File: config.mk
export PLATFORM = sky130hd
export DESIGN_NAME = ota_alarm
export DESIGN_NICKNAME = d
export VERILOG_FILES = /design/src/rtl/ota_pkg.sv /design/src/rtl/ota_thresh_cmp.sv /design/src/rtl/ota_fault_queue.sv /design/src/rtl/ota_event_state.sv /design/src/rtl/ota_alarm.sv
export SDC_FILE = /design/constraint.sdc
export NUM_CORES = 1
export LEC_CHECK = 0
export ABC_AREA = 1
export CAP_MARGIN = 25
export CORE_MARGIN = 2
export CORE_UTILIZATION = 65
export CTS_CLUSTER_SIZE = 16
export DETAILED_ROUTE_END_ITERATION = 6
export DONT_BUFFER_PORTS = 1
export PLACE_DENSITY = 0.81
export SLEW_MARGIN = 20
export SYNTH_ARGS = -nofsm -noshare
export SYNTH_HDL_FRONTEND = slang
export SYNTH_HIERARCHICAL = 1
export SYNTH_SLANG_ARGS = --single-unit
File: constraint.sdc
create_clock -name clk -period 4.5 [get_ports clk]
set_input_delay 1.125 -clock clk [delete_from_list [all_inputs] [get_ports clk]]
set_output_delay 1.125 -clock clk [all_outputs]
set_load 0.02 [all_outputs]
File: src/rtl/ota_pkg.sv
package ota_pkg;

  localparam int TEMP_W = 9;
  localparam int CNT_W  = 3;

  typedef logic signed [TEMP_W-1:0] temp_t;

  // number of consecutive qualifying samples for a depth code
  function automatic logic [CNT_W-1:0] depth_need(input logic [1:0] code);
    case (code)
      2'b00:   depth_need = CNT_W'(1);
      2'b01:   depth_need = CNT_W'(2);
      2'b10:   depth_need = CNT_W'(4);
      default: depth_need = CNT_W'(6);
    endcase
  endfunction

endpackage

File: src/rtl/ota_thresh_cmp.sv
module ota_thresh_cmp #(
  parameter int W = 9
) (
  input  logic [W-1:0] temp_i,
  input  logic [W-1:0] trip_i,
  input  logic [W-1:0] hyst_i,
  output logic         above_trip_o,
  output logic         below_hyst_o
);

  // strict signed comparisons; equality never qualifies
  always_comb begin
    above_trip_o = $signed(temp_i) > $signed(trip_i);
    below_hyst_o = $signed(temp_i) < $signed(hyst_i);
  end

endmodule

File: src/rtl/ota_fault_queue.sv
module ota_fault_queue
  import ota_pkg::*;
(
  input  logic       clk,
  input  logic       rst_n,
  input  logic       smp_en_i,
  input  logic       match_i,
  input  logic       clr_i,
  input  logic [1:0] depth_i,
  output logic       fire_o
);

  logic [CNT_W-1:0] cnt_q, cnt_d, cnt_inc, need;

  always_comb begin
    need    = depth_need(depth_i);
    cnt_inc = cnt_q + CNT_W'(1);
    cnt_d   = cnt_q;
    fire_o  = 1'b0;
    if (clr_i) begin
      cnt_d = '0;
    end else if (smp_en_i) begin
      if (match_i) begin
        if (cnt_inc >= need) begin
          fire_o = 1'b1;
          cnt_d  = '0;
        end else begin
          cnt_d = cnt_inc;
        end
      end else begin
        cnt_d = '0;
      end
    end
  end

  always_ff @(posedge clk or negedge rst_n) begin
    if (!rst_n) cnt_q <= '0;
    else        cnt_q <= cnt_d;
  end

  assert_cnt_bound_R1: assert property (@(posedge clk) disable iff (!rst_n)
    cnt_q < CNT_W'(6));

  assert_clr_zero_R8: assert property (@(posedge clk) disable iff (!rst_n)
    clr_i |=> (cnt_q == '0));

  assert_bad_sample_R2: assert property (@(posedge clk) disable iff (!rst_n)
    (smp_en_i && !match_i) |=> (cnt_q == '0));

endmodule

File: src/rtl/ota_event_state.sv
module ota_event_state (
  input  logic clk,
  input  logic rst_n,
  input  logic latched_mode_i,
  input  logic sleep_i,
  input  logic rd_i,
  input  logic above_trip_i,
  input  logic below_hyst_i,
  input  logic fire_i,
  output logic match_o,
  output logic hold_o,
  output logic alarm_o
);

  logic cmp_act_q, cmp_act_d;
  logic lat_q, lat_d;
  logic arm_cold_q, arm_cold_d;

  // qualifying condition for the event currently armed
  always_comb begin
    if (latched_mode_i) match_o = arm_cold_q ? below_hyst_i : above_trip_i;
    else                match_o = cmp_act_q  ? below_hyst_i : above_trip_i;
    hold_o  = latched_mode_i && lat_q;
    alarm_o = latched_mode_i ? lat_q : cmp_act_q;
  end

  always_comb begin
    cmp_act_d  = cmp_act_q;
    lat_d      = lat_q;
    arm_cold_d = arm_cold_q;
    if (!latched_mode_i) begin
      if (fire_i) cmp_act_d = !cmp_act_q;
    end
    if (sleep_i) begin
      lat_d = 1'b0;
    end else if (latched_mode_i && fire_i) begin
      lat_d      = 1'b1;
      arm_cold_d = !arm_cold_q;
    end else if (latched_mode_i && rd_i) begin
      lat_d = 1'b0;
    end
  end

  always_ff @(posedge clk or negedge rst_n) begin
    if (!rst_n) begin
      cmp_act_q  <= 1'b0;
      lat_q      <= 1'b0;
      arm_cold_q <= 1'b0;
    end else begin
      cmp_act_q  <= cmp_act_d;
      lat_q      <= lat_d;
      arm_cold_q <= arm_cold_d;
    end
  end

  assert_cmp_hold_R3: assert property (@(posedge clk) disable iff (!rst_n)
    !(fire_i && !latched_mode_i) |=> $stable(cmp_act_q));

  assert_latch_hold_R4: assert property (@(posedge clk) disable iff (!rst_n)
    (lat_q && latched_mode_i && !rd_i && !sleep_i) |=> lat_q);

  assert_rd_clear_R5: assert property (@(posedge clk) disable iff (!rst_n)
    (rd_i && latched_mode_i && !fire_i && !sleep_i) |=> !lat_q);

  assert_sleep_clear_R6: assert property (@(posedge clk) disable iff (!rst_n)
    sleep_i |=> !lat_q);

endmodule

File: src/rtl/ota_alarm.sv
module ota_alarm
  import ota_pkg::*;
(
  input  logic              clk,
  input  logic              rst_n,
  input  logic              smp_valid,
  input  logic [TEMP_W-1:0] smp_temp,
  input  logic [TEMP_W-1:0] trip_lvl,
  input  logic [TEMP_W-1:0] hyst_lvl,
  input  logic              cfg_sleep,
  input  logic              cfg_latched,
  input  logic              cfg_act_high,
  input  logic [1:0]        cfg_depth,
  input  logic              rd_pulse,
  output logic              alarm_out
);

  logic above_trip, below_hyst;
  logic match, hold, fire, alarm_raw;
  logic mode_q, mode_chg, cnt_clr, smp_en;

  ota_thresh_cmp #(.W(TEMP_W)) cmp_i (
    .temp_i       (smp_temp),
    .trip_i       (trip_lvl),
    .hyst_i       (hyst_lvl),
    .above_trip_o (above_trip),
    .below_hyst_o (below_hyst)
  );

  always_ff @(posedge clk or negedge rst_n) begin
    if (!rst_n) mode_q <= 1'b0;
    else        mode_q <= cfg_latched;
  end

  always_comb begin
    mode_chg = cfg_latched != mode_q;
    cnt_clr  = cfg_sleep || mode_chg || hold;
    smp_en   = smp_valid && !cfg_sleep;
  end

  ota_fault_queue fq_i (
    .clk      (clk),
    .rst_n    (rst_n),
    .smp_en_i (smp_en),
    .match_i  (match),
    .clr_i    (cnt_clr),
    .depth_i  (cfg_depth),
    .fire_o   (fire)
  );

  ota_event_state ev_i (
    .clk            (clk),
    .rst_n          (rst_n),
    .latched_mode_i (cfg_latched),
    .sleep_i        (cfg_sleep),
    .rd_i           (rd_pulse),
    .above_trip_i   (above_trip),
    .below_hyst_i   (below_hyst),
    .fire_i         (fire),
    .match_o        (match),
    .hold_o         (hold),
    .alarm_o        (alarm_raw)
  );

  always_comb alarm_out = cfg_act_high ? alarm_raw : !alarm_raw;

  assert_no_fire_asleep_R6: assert property (@(posedge clk) disable iff (!rst_n)
    cfg_sleep |-> !fire);

  assert_idle_no_change_R2: assert property (@(posedge clk) disable iff (!rst_n)
    (!smp_valid && !rd_pulse && !cfg_sleep) |=> $stable(alarm_raw));

endmodule

==> Yosys cells after proc, flatten, opt, wreduce, memory -nomap -nowiden <==
Cells that the tools add are included.
{ "op_classes": {"n_addsub": 1, "magnitude_cmp": 3, "eq_ne": 3, "muxes": 17, "bitwise": 2, "n_reduce_logical": 15} }
{ "ops": {"columns": ["operator", "n"], "rows": [
  ["2-to-1 mux 1 bit", 12],
  ["2-to-1 mux 3 bit", 4],
  ["> comparator 9 bit", 1],
  ["< comparator 9 bit", 1],
  ["case mux 3 bit (3 select lines)", 1],
  ["logical AND 1 bit", 4],
  ["zero test 1 bit", 4],
  ["AND reduction 2 bit", 2],
  ["adder 3 x 1 -> 3 bit (second input constant)", 1],
  [">= comparator 3 bit", 1],
  ["nonzero test 3 bit", 1],
  ["equality test 2 x 1 -> 1 bit (second input constant)", 1],
  ["equality test 2 bit (second input constant)", 1],
  ["zero test 2 bit", 1],
  ["logical OR 1 bit", 2],
  ["inverter 1 bit", 2],
  ["nonzero test 2 bit", 1],
  ["inequality test 1 bit", 1]
]} }
{ "totals": {"reg_bits": 7, "inputBits": 36, "output_inout_bits": 1, "elab_cells": 46} }

==> Depth between registers and ports, before layout <==
{ "depth": {"depth_word": 10, "ltp_mapped": 20, "depth_no_buf": 20} }

==> By module <==
Netlist, hierarchy kept.
{ "modules_own_cells": {"columns": ["mod", "instances", "cells_per_inst", "area_each_um2", "seq_area_each_um2"], "rows": [
  ["ota_thresh_cmp", 1, 92, 539.3, 0.0],
  ["ota_fault_queue", 1, 42, 284.0, 75.1],
  ["ota_event_state", 1, 28, 192.7, 75.1],
  ["ota_alarm", 1, 10, 65.1, 25.0]
]} }

==> Worst setup path before layout <==
No wires, ideal clock.
{ "synth_path": {"path_kind": "input-to-reg", "from": "in trip_lvl[8]", "to": "reg ev_i.cmp_act_q", "setup_ps": 122, "arrival_ps": 2680, "required_ps": 4378, "slack_ps": 1698, "path_stages": 17, "n_path_buf": 0, "cell_sequence": "inv_1 -> ha_1 -> nand2_2 -> inv_1 -> a21oi_2 -> nand3_1 -> nand2_1 -> nand2_1 -> inv_1 -> inv_1 -> nand2_1 -> nand3_1 -> nand2_1 -> nand3_2 -> nor2_1 -> nand2_2 -> xor2_2"} }
{ "synth_between": {"elab_chain_cells": 7} }
{ "synth_lines": {"columns": ["element", "line_no", "source"], "rows": [
  ["start, declared", "ota_alarm.sv:8", "input logic [TEMP_W-1:0] trip_lvl,"],
  ["> comparator 9 bit *", "ota_thresh_cmp.sv:13", "above_trip_o = $signed(temp_i) > $signed(trip_i);"],
  ["net above_trip", "ota_alarm.sv:18", "logic above_trip, below_hyst;"],
  ["2-to-1 mux 1 bit (on tied branches)", "ota_event_state.sv:22, ota_event_state.sv:21", null],
  ["2-to-1 mux 1 bit *", "ota_event_state.sv:21", "if (latched_mode_i) match_o = arm_cold_q ? below_hyst_i : above_trip_i;"],
  ["net match", "ota_alarm.sv:19", "logic match, hold, fire, alarm_raw;"],
  ["2-to-1 mux 1 bit *", "ota_fault_queue.sv:23", "if (match_i) begin"],
  ["2-to-1 mux 1 bit *", "ota_fault_queue.sv:22", "end else if (smp_en_i) begin"],
  ["2-to-1 mux 1 bit *", "ota_fault_queue.sv:20", "if (clr_i) begin"],
  ["net fire", "ota_alarm.sv:19", null],
  ["AND reduction 2 bit (no line) *", null, null],
  ["end signal, assigned", "ota_event_state.sv:50", "cmp_act_q <= cmp_act_d;"],
  ["end, declared", "ota_event_state.sv:15", "logic cmp_act_q, cmp_act_d;"]
]} }
The timed path passes the listed nets; every way through them passes the cells marked *.
A chain may end at the register's enable or synchronous reset.

==> Worst setup path after layout <==
{ "layout_path": {"from": "in cfg_latched", "to": "out alarm_out"} }
{ "layout_between": {"elab_chain_cells": 3} }
{ "layout_lines": {"columns": ["element", "line_no", "source"], "rows": [
  ["start, declared", "ota_alarm.sv:11", "input logic cfg_latched,"],
  ["2-to-1 mux 1 bit *", "ota_event_state.sv:24", "alarm_o = latched_mode_i ? lat_q : cmp_act_q;"],
  ["net alarm_raw", "ota_alarm.sv:19", null],
  ["zero test 1 bit", "ota_alarm.sv:65", "always_comb alarm_out = cfg_act_high ? alarm_raw : !alarm_raw;"],
  ["2-to-1 mux 1 bit *", "ota_alarm.sv:65", null],
  ["end, declared", "ota_alarm.sv:15", "output logic alarm_out"]
]} }
Marked as above.

==> flow_summary.toml <==
[clocking]
cts_hold_repair.buffers = 0
cts_root_buffer = "sky130_fd_sc_hd__clkbuf_4"
cts_post_setup_buffers_inserted = 0
cts_max_level = 1
clk_pin_slew_ns = 0.05
cts-buffers-inserted = 3
tritoncts = "done"
clkLatencyLatePin_ns = 0.26
cts.path.max_buffers = 2
postCtsResizedCells = 0
number_of_sinks_handled_by_clock_tree_synthesis = 7

[global_routing]
antenna_found_initial = 0
first_global_vias = 860
grt_max_degree = 11
grt-ovfl-total = 0
grt_pass1_wl_um = 3270
grt_util_overall_pct = 22.0

[synth]
synth_area_leader_cell = "sky130_fd_sc_hd__ha_1"
dominantRegCellSynth = "sky130_fd_sc_hd__dfrtp_1"
synth-xor-area-share_pct = 2.31
yosysTopAreaCellShare_pct = 24.3
synth_sequential_area_ratio_pct = 16.2
synth-adder-area-share_pct = 24.3
yosys.area_share.simple_pct = 35.5
post_synth_instance_area_um2 = 1080
main_combinational_cell_family_by_area_after_synthesis = "simple AND/OR/NAND/NOR gates"
synth_enable_flop_cells = 0
synthesis.area_per_instance_um2 = 6.29
ys_top_cells_by_area = "sky130_fd_sc_hd__ha_1 24%, sky130_fd_sc_hd__nand2_1 18%, sky130_fd_sc_hd__dfrtp_1 16%"
synth_most_common_cell = "sky130_fd_sc_hd__nand2_1"
ys_ff_latch = 7
ys_types = 20
most_common_library_cells_after_synthesis = "52 x sky130_fd_sc_hd__nand2_1, 45 x sky130_fd_sc_hd__inv_1, 21 x sky130_fd_sc_hd__ha_1"
synth_cells = 172
synth.mux.area_fraction_pct = 0
syn-num-nets = 229
synth-compound-area-share_pct = 4.63
warnings_from_yosys = 6
postSynth.asyncResetShare_pct = 100

[setup_path]
crit_arrival_ns = 1.71
worst_r2r_path_depth = 13
critical_path.max_fanout = 10
endpoint_kind = "primary output"
critical_path.startpoint_type = "primary input"
critical_path_class = "in2out"
worstPathRequired_ns = 3.38

[placement]
hpwl_um = 1800
place.gp.congestion = 0.769
io_buffer_count = 0
placed_cells = 188

[finish]
antenna_fix_cells = 0
area_delta_synth_final_pct = 4.28
final-seq-area_um2 = 175
layoutNonFillerInstCount = 192
design.final.nets = 234
fill_cells = 143
multi_input_area_um2 = 722
layout-drive-gt1-share_pct = 11.9

[die]
die-area_um2 = 2010
ioPinCount = 37
die_w_um = 44.8
floorplan.initialDensity_pct = 70.1
placement_rows = 14
die_y_um = 44.8
core-area_um2 = 1540

[sta]
setup-violations-final = 0
worst_slew_margin_rel_pct = 68.1
finalHoldViolCount = 0
worst_skew_ns = 0.00276
totalNegativeSetupSlack_ns = 0
layout_worst_path_cycle_share_pct = 63.0
timing.final.max_slew_violations = 0
worst_pin_slew_ns = 0.475
fmax_ghz = 0.353
layout_min_cycle_time_ns = 2.83
rsz0062_at_grt = "no"

[detailed_routing]
wl_per_cell_um = 10.5
dr_total_vias = 992
vias_per_instance = 5.17
totalWireLength_um = 2010
remaining_drc_errors = 0
drt_iter0_drcs = 26
route.antenna.remaining_nets = 0
firstDrtPassIters = 4

[pwr]
power.static_leakage_nw = 0.742
power.density_cell_area_nw_per_um2 = 185
vdd_ir_drop_max_uv = 172
design_power_total_w = 0.000208

[worst_hold_path]
worst_hold_path_depth = 2
min-delay-path-class = "reg2reg"

[outcome]
run_status = "finished, final reports clean"

[run]
max_cap_violations = 0
## layout by cell type (no fill, tap or decap)
cell type                  instances
sky130_fd_sc_hd__nand2_1          52
sky130_fd_sc_hd__inv_1            45
sky130_fd_sc_hd__ha_1             21
sky130_fd_sc_hd__nor2_1            8
sky130_fd_sc_hd__nand3_1           8
sky130_fd_sc_hd__dfrtp_1           7
sky130_fd_sc_hd__nand2_2           6
sky130_fd_sc_hd__nand4_1           5
sky130_fd_sc_hd__clkbuf_4          3
sky130_fd_sc_hd__a21oi_1           3
sky130_fd_sc_hd__nor2_2            3
sky130_fd_sc_hd__inv_2             3
sky130_fd_sc_hd__nand3_2           2
sky130_fd_sc_hd__a21oi_2           2
sky130_fd_sc_hd__xnor2_1           1
sky130_fd_sc_hd__clkbuf_1          1
sky130_fd_sc_hd__a21o_1            1
sky130_fd_sc_hd__nor2_4            1
sky130_fd_sc_hd__xor2_2            1
sky130_fd_sc_hd__o21ai_0           1
sky130_fd_sc_hd__clkinv_1          1
sky130_fd_sc_hd__o21ai_1           1
## power by group
part	switching, W	total, W	internal [W]	leakage [nW]
sequential	0.00000268	0.0000698	0.0000671	0.0908
combinational	0.0000488	0.0000793	0.0000304	0.636
clock	0.0000253	0.0000593	0.0000340	0.0150
## kinds of logic after synthesis
group	count (synthesis)
AND/OR/NAND/NOR	85
buffers and inverters	49
adder cells (fa/ha/maj)	21
AO/OA/AOI/OAI	8
flip-flops	7
XOR/XNOR	2
## stage by stage
stage | worst slack, ns | util, % | instance area (um^2) | hold slack (ns)
finish | 1.67 | 73.1 | 1130 | 0.495
global route | 1.51 | 73.1 | 1130 | 0.513
CTS | 1.66 | 73.1 | 1130 | 0.501
detailed placement | 1.50 | 71.4 | 1100 | 0.488
global placement | 1.59 | 71.4 | 1100 | 0.482
floorplan | 1.70 | - | 1080 | 0.463
## final timing paths
path                                    start               to  slack, ns
worst max-delay path              cfg_latched        alarm_out       1.67
worst min-delay path               ev_i/lat_q       ev_i/lat_q       0.49
worst max register to register  fq_i/cnt_q[0]  ev_i/arm_cold_q       2.57
worst min register to register     ev_i/lat_q       ev_i/lat_q       0.49
max in group asynchronous               rst_n   ev_i/cmp_act_q       3.87
min in group asynchronous               rst_n    fq_i/cnt_q[0]       0.56
## sequential cells by signal, indices dropped and copies added, names as in the netlist
signal,cells
mode_q,1
ev_i/lat_q,1
fq_i/cnt_q,3
ev_i/arm_cold_q,1
ev_i/cmp_act_q,1
## critical path, cell delays in order
cell	delay (ns)
sky130_fd_sc_hd__nand2_1	0.07
sky130_fd_sc_hd__o21ai_0	0.10
sky130_fd_sc_hd__xnor2_1	0.41
## cell type report
type | instances | area share [%]
clock buffers | 4 | 2.33
inverters | 49 | 16.3
multi-input cells | 116 | 64.0
flip-flops and latches | 7 | 15.5
well taps | 16 | 1.78
## routing by layer
layer / up-vias / wire length, um / global-route usage [%]
met3: 3 / 124 / 6.00
met4: 0 / 17 / 5.29
met2: 31 / 972 / 38.6
li1: 523 / - / -
met1: 435 / 898 / 26.7
met5: - / 0 / 0
Power figures use the tool's default switching activity.
